$ cat config.mk
export PLATFORM = sky130hd
export DESIGN_NAME = vend_ctrl
export DESIGN_NICKNAME = d
export VERILOG_FILES = /design/src/rtl/vend_pkg.sv /design/src/rtl/vend_price_rom.sv /design/src/rtl/vend_credit.sv /design/src/rtl/vend_fsm.sv /design/src/rtl/vend_ctrl.sv
export SDC_FILE = /design/constraint.sdc
export NUM_CORES = 1
export LEC_CHECK = 0
export BUFFER_PORTS_ARGS = -buffer_cell sky130_fd_sc_hd__buf_4
export CAP_MARGIN = 30
export CELL_PAD_IN_SITES_DETAIL_PLACEMENT = 0
export CELL_PAD_IN_SITES_GLOBAL_PLACEMENT = 2
export CORE_MARGIN = 4
export CORE_UTILIZATION = 33
export CTS_BUF_LIST = sky130_fd_sc_hd__clkbuf_4 sky130_fd_sc_hd__clkbuf_8
export DETAILED_ROUTE_END_ITERATION = 8
export GPL_TIMING_DRIVEN = 0
export PLACE_DENSITY = 0.89
export RECOVER_POWER = 100
export SLEW_MARGIN = 15
export SYNTH_ARGS = -nofsm -noshare
export SYNTH_HDL_FRONTEND = slang
export SYNTH_SLANG_ARGS = --single-unit
export TNS_END_PERCENT = 20
$ cat constraint.sdc
create_clock -name clk -period 7.35 [get_ports clk]
set_clock_uncertainty 0.1 [all_clocks]
set_input_delay 1.47 -clock clk [delete_from_list [all_inputs] [get_ports clk]]
set_output_delay 1.47 -clock clk [all_outputs]
set_load 0.05 [all_outputs]
$ cat src/rtl/vend_pkg.sv
package vend_pkg;

    localparam int MSG_W = 3;

    typedef enum logic [2:0] {
        ST_IDLE = 3'd0,
        ST_COIN = 3'd1,
        ST_SEL  = 3'd2,
        ST_DISP = 3'd3,
        ST_OOS  = 3'd4
    } vend_state_e;

    typedef enum logic [MSG_W-1:0] {
        MSG_IDLE    = 3'd0,
        MSG_SELECT  = 3'd1,
        MSG_CONFIRM = 3'd2,
        MSG_MORE    = 3'd3,
        MSG_EMPTY   = 3'd4
    } msg_e;

    typedef enum logic [1:0] {
        CR_HOLD  = 2'd0,
        CR_ADD   = 2'd1,
        CR_CLEAR = 2'd2
    } credit_op_e;

    typedef struct packed {
        vend_state_e state;
        msg_e        msg;
        logic        dispense;
        logic        refund;
    } ctrl_regs_t;

    function automatic logic is_busy_state(input vend_state_e s);
        return (s == ST_DISP) || (s == ST_OOS);
    endfunction

endpackage

$ cat src/rtl/vend_price_rom.sv
module vend_price_rom #(
    parameter int CODE_W   = 2,
    parameter int PRICE_W  = 8,
    parameter int NUM_PROD = 2 ** CODE_W,
    parameter logic [NUM_PROD*PRICE_W-1:0] PRICE_TABLE = '0
) (
    input  logic [CODE_W-1:0]  code,
    output logic [PRICE_W-1:0] price
);
    logic [PRICE_W-1:0] grade [NUM_PROD];

    for (genvar g = 0; g < NUM_PROD; g++) begin : g_grade
        assign grade[g] = PRICE_TABLE[g*PRICE_W +: PRICE_W];
    end

    assign price = grade[code];
endmodule

$ cat src/rtl/vend_credit.sv
module vend_credit
    import vend_pkg::*;
#(
    parameter int CREDIT_W = 8
) (
    input  logic                clk,
    input  logic                rst,
    input  credit_op_e          op,
    input  logic [CREDIT_W-1:0] add_val,
    output logic [CREDIT_W-1:0] credit,
    output logic [CREDIT_W-1:0] sum
);
    localparam logic [CREDIT_W-1:0] CREDIT_MAX = '1;

    logic [CREDIT_W:0]   wide;
    logic [CREDIT_W-1:0] credit_q;

    assign wide = {1'b0, credit_q} + {1'b0, add_val};
    assign sum  = wide[CREDIT_W] ? CREDIT_MAX : wide[CREDIT_W-1:0];

    always_ff @(posedge clk) begin
        if (rst) begin
            credit_q <= '0;
        end else begin
            unique case (op)
                CR_ADD:   credit_q <= sum;
                CR_CLEAR: credit_q <= '0;
                default:  credit_q <= credit_q;
            endcase
        end
    end

    assign credit = credit_q;
endmodule

$ cat src/rtl/vend_fsm.sv
module vend_fsm
    import vend_pkg::*;
#(
    parameter int CREDIT_W = 8,
    parameter int CODE_W   = 2
) (
    input  logic                clk,
    input  logic                rst,
    input  logic                coin_pulse,
    input  logic                sel_pulse,
    input  logic [CODE_W-1:0]   sel_code,
    input  logic                out_of_stock,
    input  logic                change_ack,
    input  logic [CREDIT_W-1:0] sum,
    input  logic [CREDIT_W-1:0] price,
    output vend_state_e         state_q,
    output logic [CODE_W-1:0]   sel_q,
    output msg_e                msg_q,
    output logic                dispense_q,
    output logic                refund_q,
    output logic [CREDIT_W-1:0] change_q,
    output credit_op_e          cr_op
);
    ctrl_regs_t          cur, nxt;
    logic [CODE_W-1:0]   sel_n;
    logic [CREDIT_W-1:0] change_n;

    assign cur.state    = state_q;
    assign cur.msg      = msg_q;
    assign cur.dispense = dispense_q;
    assign cur.refund   = refund_q;

    always_comb begin
        nxt          = cur;
        nxt.dispense = 1'b0;
        nxt.refund   = 1'b0;
        change_n     = '0;
        sel_n        = sel_q;
        cr_op        = CR_HOLD;
        if (out_of_stock && (cur.state != ST_OOS)) begin
            nxt.state  = ST_OOS;
            nxt.msg    = MSG_EMPTY;
            nxt.refund = 1'b1;
            change_n   = sum;
            cr_op      = CR_CLEAR;
        end else begin
            unique case (cur.state)
                ST_IDLE: begin
                    if (coin_pulse) begin
                        nxt.state = ST_COIN;
                        nxt.msg   = MSG_SELECT;
                        cr_op     = CR_ADD;
                    end
                end
                ST_COIN: begin
                    if (coin_pulse) begin
                        cr_op = CR_ADD;
                    end
                    if (sel_pulse) begin
                        nxt.state = ST_SEL;
                        nxt.msg   = MSG_CONFIRM;
                        sel_n     = sel_code;
                    end
                end
                ST_SEL: begin
                    if (coin_pulse) begin
                        if (sum >= price) begin
                            nxt.state    = ST_DISP;
                            nxt.dispense = 1'b1;
                            cr_op        = CR_CLEAR;
                            if (sum > price) begin
                                nxt.refund = 1'b1;
                                change_n   = sum - price;
                            end
                        end else begin
                            nxt.state = ST_COIN;
                            nxt.msg   = MSG_MORE;
                            cr_op     = CR_ADD;
                        end
                    end
                end
                ST_DISP: begin
                    if (change_ack) begin
                        nxt.state = ST_IDLE;
                        nxt.msg   = MSG_IDLE;
                        cr_op     = CR_CLEAR;
                    end
                end
                ST_OOS: begin
                    if (!out_of_stock) begin
                        nxt.state = ST_IDLE;
                        nxt.msg   = MSG_IDLE;
                        cr_op     = CR_CLEAR;
                    end
                end
                default: begin
                    nxt.state = ST_IDLE;
                    nxt.msg   = MSG_IDLE;
                    cr_op     = CR_CLEAR;
                end
            endcase
        end
    end

    always_ff @(posedge clk) begin
        if (rst) begin
            state_q    <= ST_IDLE;
            msg_q      <= MSG_IDLE;
            dispense_q <= 1'b0;
            refund_q   <= 1'b0;
            change_q   <= '0;
            sel_q      <= '0;
        end else begin
            state_q    <= nxt.state;
            msg_q      <= nxt.msg;
            dispense_q <= nxt.dispense;
            refund_q   <= nxt.refund;
            change_q   <= change_n;
            sel_q      <= sel_n;
        end
    end
endmodule

$ cat src/rtl/vend_ctrl.sv
module vend_ctrl
    import vend_pkg::*;
#(
    parameter int CREDIT_W = 8,
    parameter int CODE_W   = 2,
    parameter logic [(2**CODE_W)*CREDIT_W-1:0] PRICE_TABLE =
        {8'd100, 8'd75, 8'd50, 8'd25}
) (
    input  logic                clk,
    input  logic                rst,
    input  logic                coin_pulse,
    input  logic [CREDIT_W-1:0] coin_value,
    input  logic                sel_pulse,
    input  logic [CODE_W-1:0]   sel_code,
    input  logic                out_of_stock,
    input  logic                change_ack,
    output logic [2:0]          disp_code,
    output logic                dispense_pulse,
    output logic                refund_pulse,
    output logic [CREDIT_W-1:0] change_amt,
    output logic [CREDIT_W-1:0] shown_price
);
    localparam int NUM_PROD = 2 ** CODE_W;

    vend_state_e         state_q;
    msg_e                msg_q;
    credit_op_e          cr_op;
    logic [CODE_W-1:0]   sel_q;
    logic [CREDIT_W-1:0] credit, sum, price, add_val;

    assign add_val = coin_pulse ? coin_value : '0;

    vend_price_rom #(
        .CODE_W     (CODE_W),
        .PRICE_W    (CREDIT_W),
        .NUM_PROD   (NUM_PROD),
        .PRICE_TABLE(PRICE_TABLE)
    ) u_rom (
        .code (sel_q),
        .price(price)
    );

    vend_credit #(.CREDIT_W(CREDIT_W)) u_credit (
        .clk    (clk),
        .rst    (rst),
        .op     (cr_op),
        .add_val(add_val),
        .credit (credit),
        .sum    (sum)
    );

    vend_fsm #(.CREDIT_W(CREDIT_W), .CODE_W(CODE_W)) u_fsm (
        .clk         (clk),
        .rst         (rst),
        .coin_pulse  (coin_pulse),
        .sel_pulse   (sel_pulse),
        .sel_code    (sel_code),
        .out_of_stock(out_of_stock),
        .change_ack  (change_ack),
        .sum         (sum),
        .price       (price),
        .state_q     (state_q),
        .sel_q       (sel_q),
        .msg_q       (msg_q),
        .dispense_q  (dispense_pulse),
        .refund_q    (refund_pulse),
        .change_q    (change_amt),
        .cr_op       (cr_op)
    );

    assign disp_code   = msg_q;
    assign shown_price = (state_q == ST_SEL) ? price : '0;
endmodule

==> metrics.json <==
{
  "synth.largest_area_cell": {"value": "sky130_fd_sc_hd__dfxtp_1"},
  "die_h": {"value": 83.8, "unit": "um"},
  "layout-area-overhead-vs-synth": {"value": 17.1, "unit": "%"},
  "fraction_of_the_cycle_the_final_worst_path_needs": {"value": 89.6, "unit": "%"},
  "drt_pass1_iterations": {"value": 4},
  "antenna_left": {"value": 0},
  "timing.hold.ws": {"value": 0.376, "unit": "ns"},
  "path_class": {"value": "in2reg"},
  "comb_power_share": {"value": 37.4, "unit": "%"},
  "path_max_fanout": {"value": 10},
  "timing_worst_slew_pin_value": {"value": 0.743, "unit": "ns"},
  "switching_share": {"value": 34.9, "unit": "%"},
  "slew_headroom": {"value": 50.0, "unit": "%"},
  "synth-main-ff-cell": {"value": "sky130_fd_sc_hd__dfxtp_1"},
  "antenna_violations_before_repair": {"value": 0},
  "pin_count_of_the_biggest_net_entering_global_routing": {"value": 15},
  "internal-power": {"value": 254, "unit": "uW"},
  "starting_density": {"value": 34.3, "unit": "%"},
  "hpwl": {"value": 3600, "unit": "um"},
  "async_sr_flop_fraction": {"value": 0, "unit": "%"},
  "cts_setup_buffers": {"value": 0},
  "cts_hold_repair.buffers": {"value": 0},
  "synth.lib_cells_used.distinct": {"value": 41},
  "totalNegativeSetupSlack": {"value": 0, "unit": "ns"},
  "clock_power_share": {"value": 23.4, "unit": "%"},
  "arrival": {"value": 6.68, "unit": "ns"},
  "setup.worst_path.start_class": {"value": "primary input"},
  "port_buffers": {"value": 34},
  "antennaDiodeCount": {"value": 0},
  "post_route_cells_drive_above_1_share": {"value": 8.73, "unit": "%"},
  "syn-instance-count": {"value": 237},
  "power.net_switching": {"value": 136, "unit": "uW"},
  "drcViolationCount": {"value": 0},
  "boundaryPins": {"value": 37},
  "final_period_minus_worst_setup_slack": {"value": 6.59, "unit": "ns"},
  "rr_startpoint": {"value": "u_credit.credit[0]"},
  "grt_pass1_vias": {"value": 1701},
  "status": {"value": "completed"},
  "clock_path_buffers": {"value": 2},
  "whs_endpoint": {"value": "u_credit.credit[0]"},
  "synth.top_cell.area_share": {"value": 27.4, "unit": "%"},
  "postCtsResizedCells": {"value": 0},
  "reg2reg_setup_slack": {"value": 2.15, "unit": "ns"},
  "power-per-cell-area": {"value": 176, "unit": "nW/um^2"},
  "via_count": {"value": 1779},
  "overall_die_area": {"value": 7030, "unit": "sq um"},
  "die_w": {"value": 83.8, "unit": "um"},
  "hold_start": {"value": "u_credit.credit[0]"},
  "clock-sinks": {"value": 26},
  "core_region_area": {"value": 5540, "unit": "sq um"},
  "crit_path_end_kind": {"value": "flop"},
  "synth-edff-count": {"value": 0},
  "root_driver": {"value": "sky130_fd_sc_hd__clkbuf_8"},
  "path_cells": {"value": "buf_4 -> clkbuf_1 -> and2_0 -> ha_1 -> fa_1 -> a211oi_1 -> nor3_1 -> o21ai_1 -> nand2b_1 -> nor2_1 -> ha_1 -> inv_1 -> fa_1 -> nand3_1 -> a31oi_1 -> or3_1 -> a21o_1 -> o21ai_0 -> nand3_1 -> ha_1 -> clkbuf_1 -> nor2_2 -> o21ai_0 -> a21oi_1"},
  "seq_power_share": {"value": 39.1, "unit": "%"},
  "postRouteWirelength": {"value": 4450, "unit": "um"},
  "power.leakage": {"value": 0.952, "unit": "nW"},
  "max-cap-violations": {"value": 0},
  "worst-endpoint-required": {"value": 7.45, "unit": "ns"},
  "synth-warning-count": {"value": 0},
  "cell_mode_on_critical_path": {"value": "sky130_fd_sc_hd__ha_1"},
  "cpMaxStageDelayCell": {"value": "sky130_fd_sc_hd__fa_1"},
  "worst_setup_path_startpoint": {"value": "coin_pulse"},
  "final_hold_viol_count": {"value": 0},
  "number_of_setup_violations_in_the_final_report": {"value": 0},
  "h_tree_level_count": {"value": 1},
  "critPathBufInv": {"value": 4},
  "cts.reportedPaths.clkPinSlew": {"value": 0.08, "unit": "ns"},
  "gr-total-overflow": {"value": 0},
  "timing.critical_path.slowest_cell_delay": {"value": 0.43, "unit": "ns"},
  "max_freq": {"value": 0.152, "unit": "GHz"},
  "route.detailed.wl_per_inst": {"value": 12.8, "unit": "um"},
  "gp_congestion": {"value": 0.784},
  "cpLargestDelayFamily": {"value": "simple AND/OR/NAND/NOR gates"},
  "min_delay_path_depth": {"value": 2},
  "ir_drop": {"value": 0.0638, "unit": "mV"},
  "holdCritPathClass": {"value": "reg2reg"},
  "flip_flop_and_latch_count_after_synthesis": {"value": 26},
  "cts_made_buffers": {"value": 3},
  "tritoncts": {"value": "done"},
  "grt_pass1_wl": {"value": 7650, "unit": "um"},
  "grt_use_total": {"value": 12.8, "unit": "%"},
  "syn-cell-area": {"value": 1900, "unit": "sq um"},
  "synth_nets": {"value": 274},
  "routed_via_density": {"value": 5.13},
  "synth.avg_cell_area": {"value": 8.01, "unit": "sq um"},
  "synthTopCellsByArea": {"value": "sky130_fd_sc_hd__dfxtp_1 (27%), sky130_fd_sc_hd__ha_1 (13%), sky130_fd_sc_hd__a21oi_1 (4.7%)"},
  "clk-insertion-delay-late": {"value": 0.27, "unit": "ns"},
  "synth_sequential_area_ratio": {"value": 27.4, "unit": "%"},
  "first_iter_violations": {"value": 76},
  "number_of_max_slew_violations_in_the_final_report": {"value": 0},
  "worst_r2r_endpoint": {"value": "u_credit.credit[1]"},
  "r2r_cells": {"value": 21},
  "finalNetCount": {"value": 313},
  "core.rowCount": {"value": 27},
  "setup_repair_after_global_routing_missed_its_margin": {"value": "no"}
}
==> cells in the mapped netlist, drive strengths merged, types with 2 or more instances <==
library cell / n
o211ai: 2
or3: 4
ha: 19
a211oi: 3
mux2i: 2
nor2b: 7
o2111ai: 2
nand3: 5
nand3b: 6
a32o: 2
a21o: 9
nand4: 2
nand2: 12
buf: 2
nor3: 2
dfxtp: 26
xnor2: 7
or2: 3
a31oi: 3
nand2b: 7
a22oi: 4
xor2: 3
clkbuf: 8
fa: 2
nor2: 21
a21oi: 19
inv: 16
a211o: 2
and2: 9
o21ai: 11
o31ai: 2
o22ai: 8
==> per-stage QoR <==
step	area [sq um]	worst slack, ns	instances	utilization, %	total power, mW
floorplan	1900	1.31	237	-	0.270
detailed placement	2240	0.284	343	40.5	0.305
global placement	2240	0.281	343	40.5	0.305
global route	2220	0.0103	347	40.1	0.418
CTS	2300	0.537	347	41.5	0.397
finish	2220	0.764	347	40.1	0.390
==> worst max-delay path by stage <==
stage / to / slack [ns] / depth (start not counted)
final: u_credit.credit[1] / 0.76 / 24
after detailed placement: u_credit.credit[0] / 0.28 / 24
after floorplan: u_credit.credit[0] / 1.31 / 23
after CTS: u_credit.credit[0] / 0.54 / 24
after global placement: u_credit.credit[1] / 0.28 / 24
after global routing: u_credit.credit[1] / 0.01 / 24
==> registers in the layout, summed over array words and instances (netlist names) <==
signal,flops
u_credit.credit,8
u_fsm.refund_q,1
u_fsm.msg_q,3
u_fsm.sel_q,2
u_fsm.change_q,8
u_fsm.state_q,3
u_fsm.dispense_q,1
==> layout make-up <==
type / count / area (sq um)
Fill cell: 614 / 3320
Multi-Input combinational cell: 185 / 1270
Sequential cell: 26 / 520
Timing Repair Buffer: 34 / 176
Tap cell: 72 / 90.1
Inverter: 16 / 60.1
Clock buffer: 4 / 55.1
Buffer: 10 / 45.0
==> worst min-delay path: cells and delay by family (launching register included) <==
kind | cells | cell delay, ns
and+or+nand+nor | 1 | 0.06
AOI/OAI and AO/OA | 1 | 0.05
DFF | 1 | 0.32
==> layer usage <==
metal | vias to the layer above | wire length (um) | track usage, %
li1 | 920 | - | -
met1 | 811 | 2330 | 18.6
met2 | 44 | 1900 | 19.7
met3 | 4 | 171 | 1.78
met4 | 0 | 42 | 3.51
met5 | - | 0 | 0
==> logic make-up (layout without fill, tap and decap cells) <==
logic type / Yosys count / count (layout) / synth area share [%]
and+or+nand+nor: 79 / 79 / 21.6
AOI/OAI and AO/OA: 72 / 72 / 24.9
DFF: 26 / 26 / 27.4
buffers and inverters: 26 / 64 / 5.54
adders and majority gates: 21 / 21 / 14.6
xor gates and xnor gates: 10 / 10 / 4.61
muxes: 2 / 2 / 1.05
other: 1 / 1 / 0.198
==> placed cells by master (no fill, tap or decap), types with 2 or more instances in the layout <==
cell type / synthesis / routed
sky130_fd_sc_hd__o2111ai_1: 2 / 2
sky130_fd_sc_hd__nand2b_1: 7 / 7
sky130_fd_sc_hd__ha_1: 19 / 19
sky130_fd_sc_hd__xnor2_1: 7 / 7
sky130_fd_sc_hd__nand3b_1: 6 / 6
sky130_fd_sc_hd__clkbuf_8: 0 / 4
sky130_fd_sc_hd__or3_1: 4 / 4
sky130_fd_sc_hd__fa_1: 2 / 2
sky130_fd_sc_hd__or2_2: 3 / 3
sky130_fd_sc_hd__nor3_1: 2 / 2
sky130_fd_sc_hd__o21ai_1: 2 / 2
sky130_fd_sc_hd__clkbuf_1: 8 / 29
sky130_fd_sc_hd__inv_1: 16 / 16
sky130_fd_sc_hd__o211ai_1: 2 / 2
sky130_fd_sc_hd__a22oi_1: 4 / 4
sky130_fd_sc_hd__a32o_1: 2 / 2
sky130_fd_sc_hd__nand2_1: 12 / 12
sky130_fd_sc_hd__a21o_1: 9 / 9
sky130_fd_sc_hd__nand3_1: 5 / 5
sky130_fd_sc_hd__buf_4: 2 / 15
sky130_fd_sc_hd__dfxtp_1: 26 / 26
sky130_fd_sc_hd__xor2_1: 3 / 3
sky130_fd_sc_hd__mux2i_1: 2 / 2
sky130_fd_sc_hd__nor2b_1: 7 / 7
sky130_fd_sc_hd__a31oi_1: 3 / 3
sky130_fd_sc_hd__nor2_1: 21 / 20
sky130_fd_sc_hd__and2_1: 9 / 8
sky130_fd_sc_hd__a21oi_1: 18 / 18
sky130_fd_sc_hd__o21ai_0: 9 / 9
sky130_fd_sc_hd__o22ai_1: 8 / 8
sky130_fd_sc_hd__o31ai_1: 2 / 2
sky130_fd_sc_hd__a211o_1: 2 / 2
sky130_fd_sc_hd__a211oi_1: 3 / 3
sky130_fd_sc_hd__nand4_1: 2 / 2
==> power groups by stage <==
| stage | combinational, mW | clock (mW) | sequential, mW |
|---|---|---|---|
| after detailed placement | 0.149 | 0 | 0.156 |
| after global routing | 0.164 | 0.100 | 0.154 |
| after global placement | 0.148 | 0 | 0.156 |
| after floorplan | 0.102 | 0 | 0.168 |
| after CTS | 0.150 | 0.0946 | 0.153 |
| final | 0.146 | 0.0915 | 0.153 |
Power figures use the tool's default switching activity.
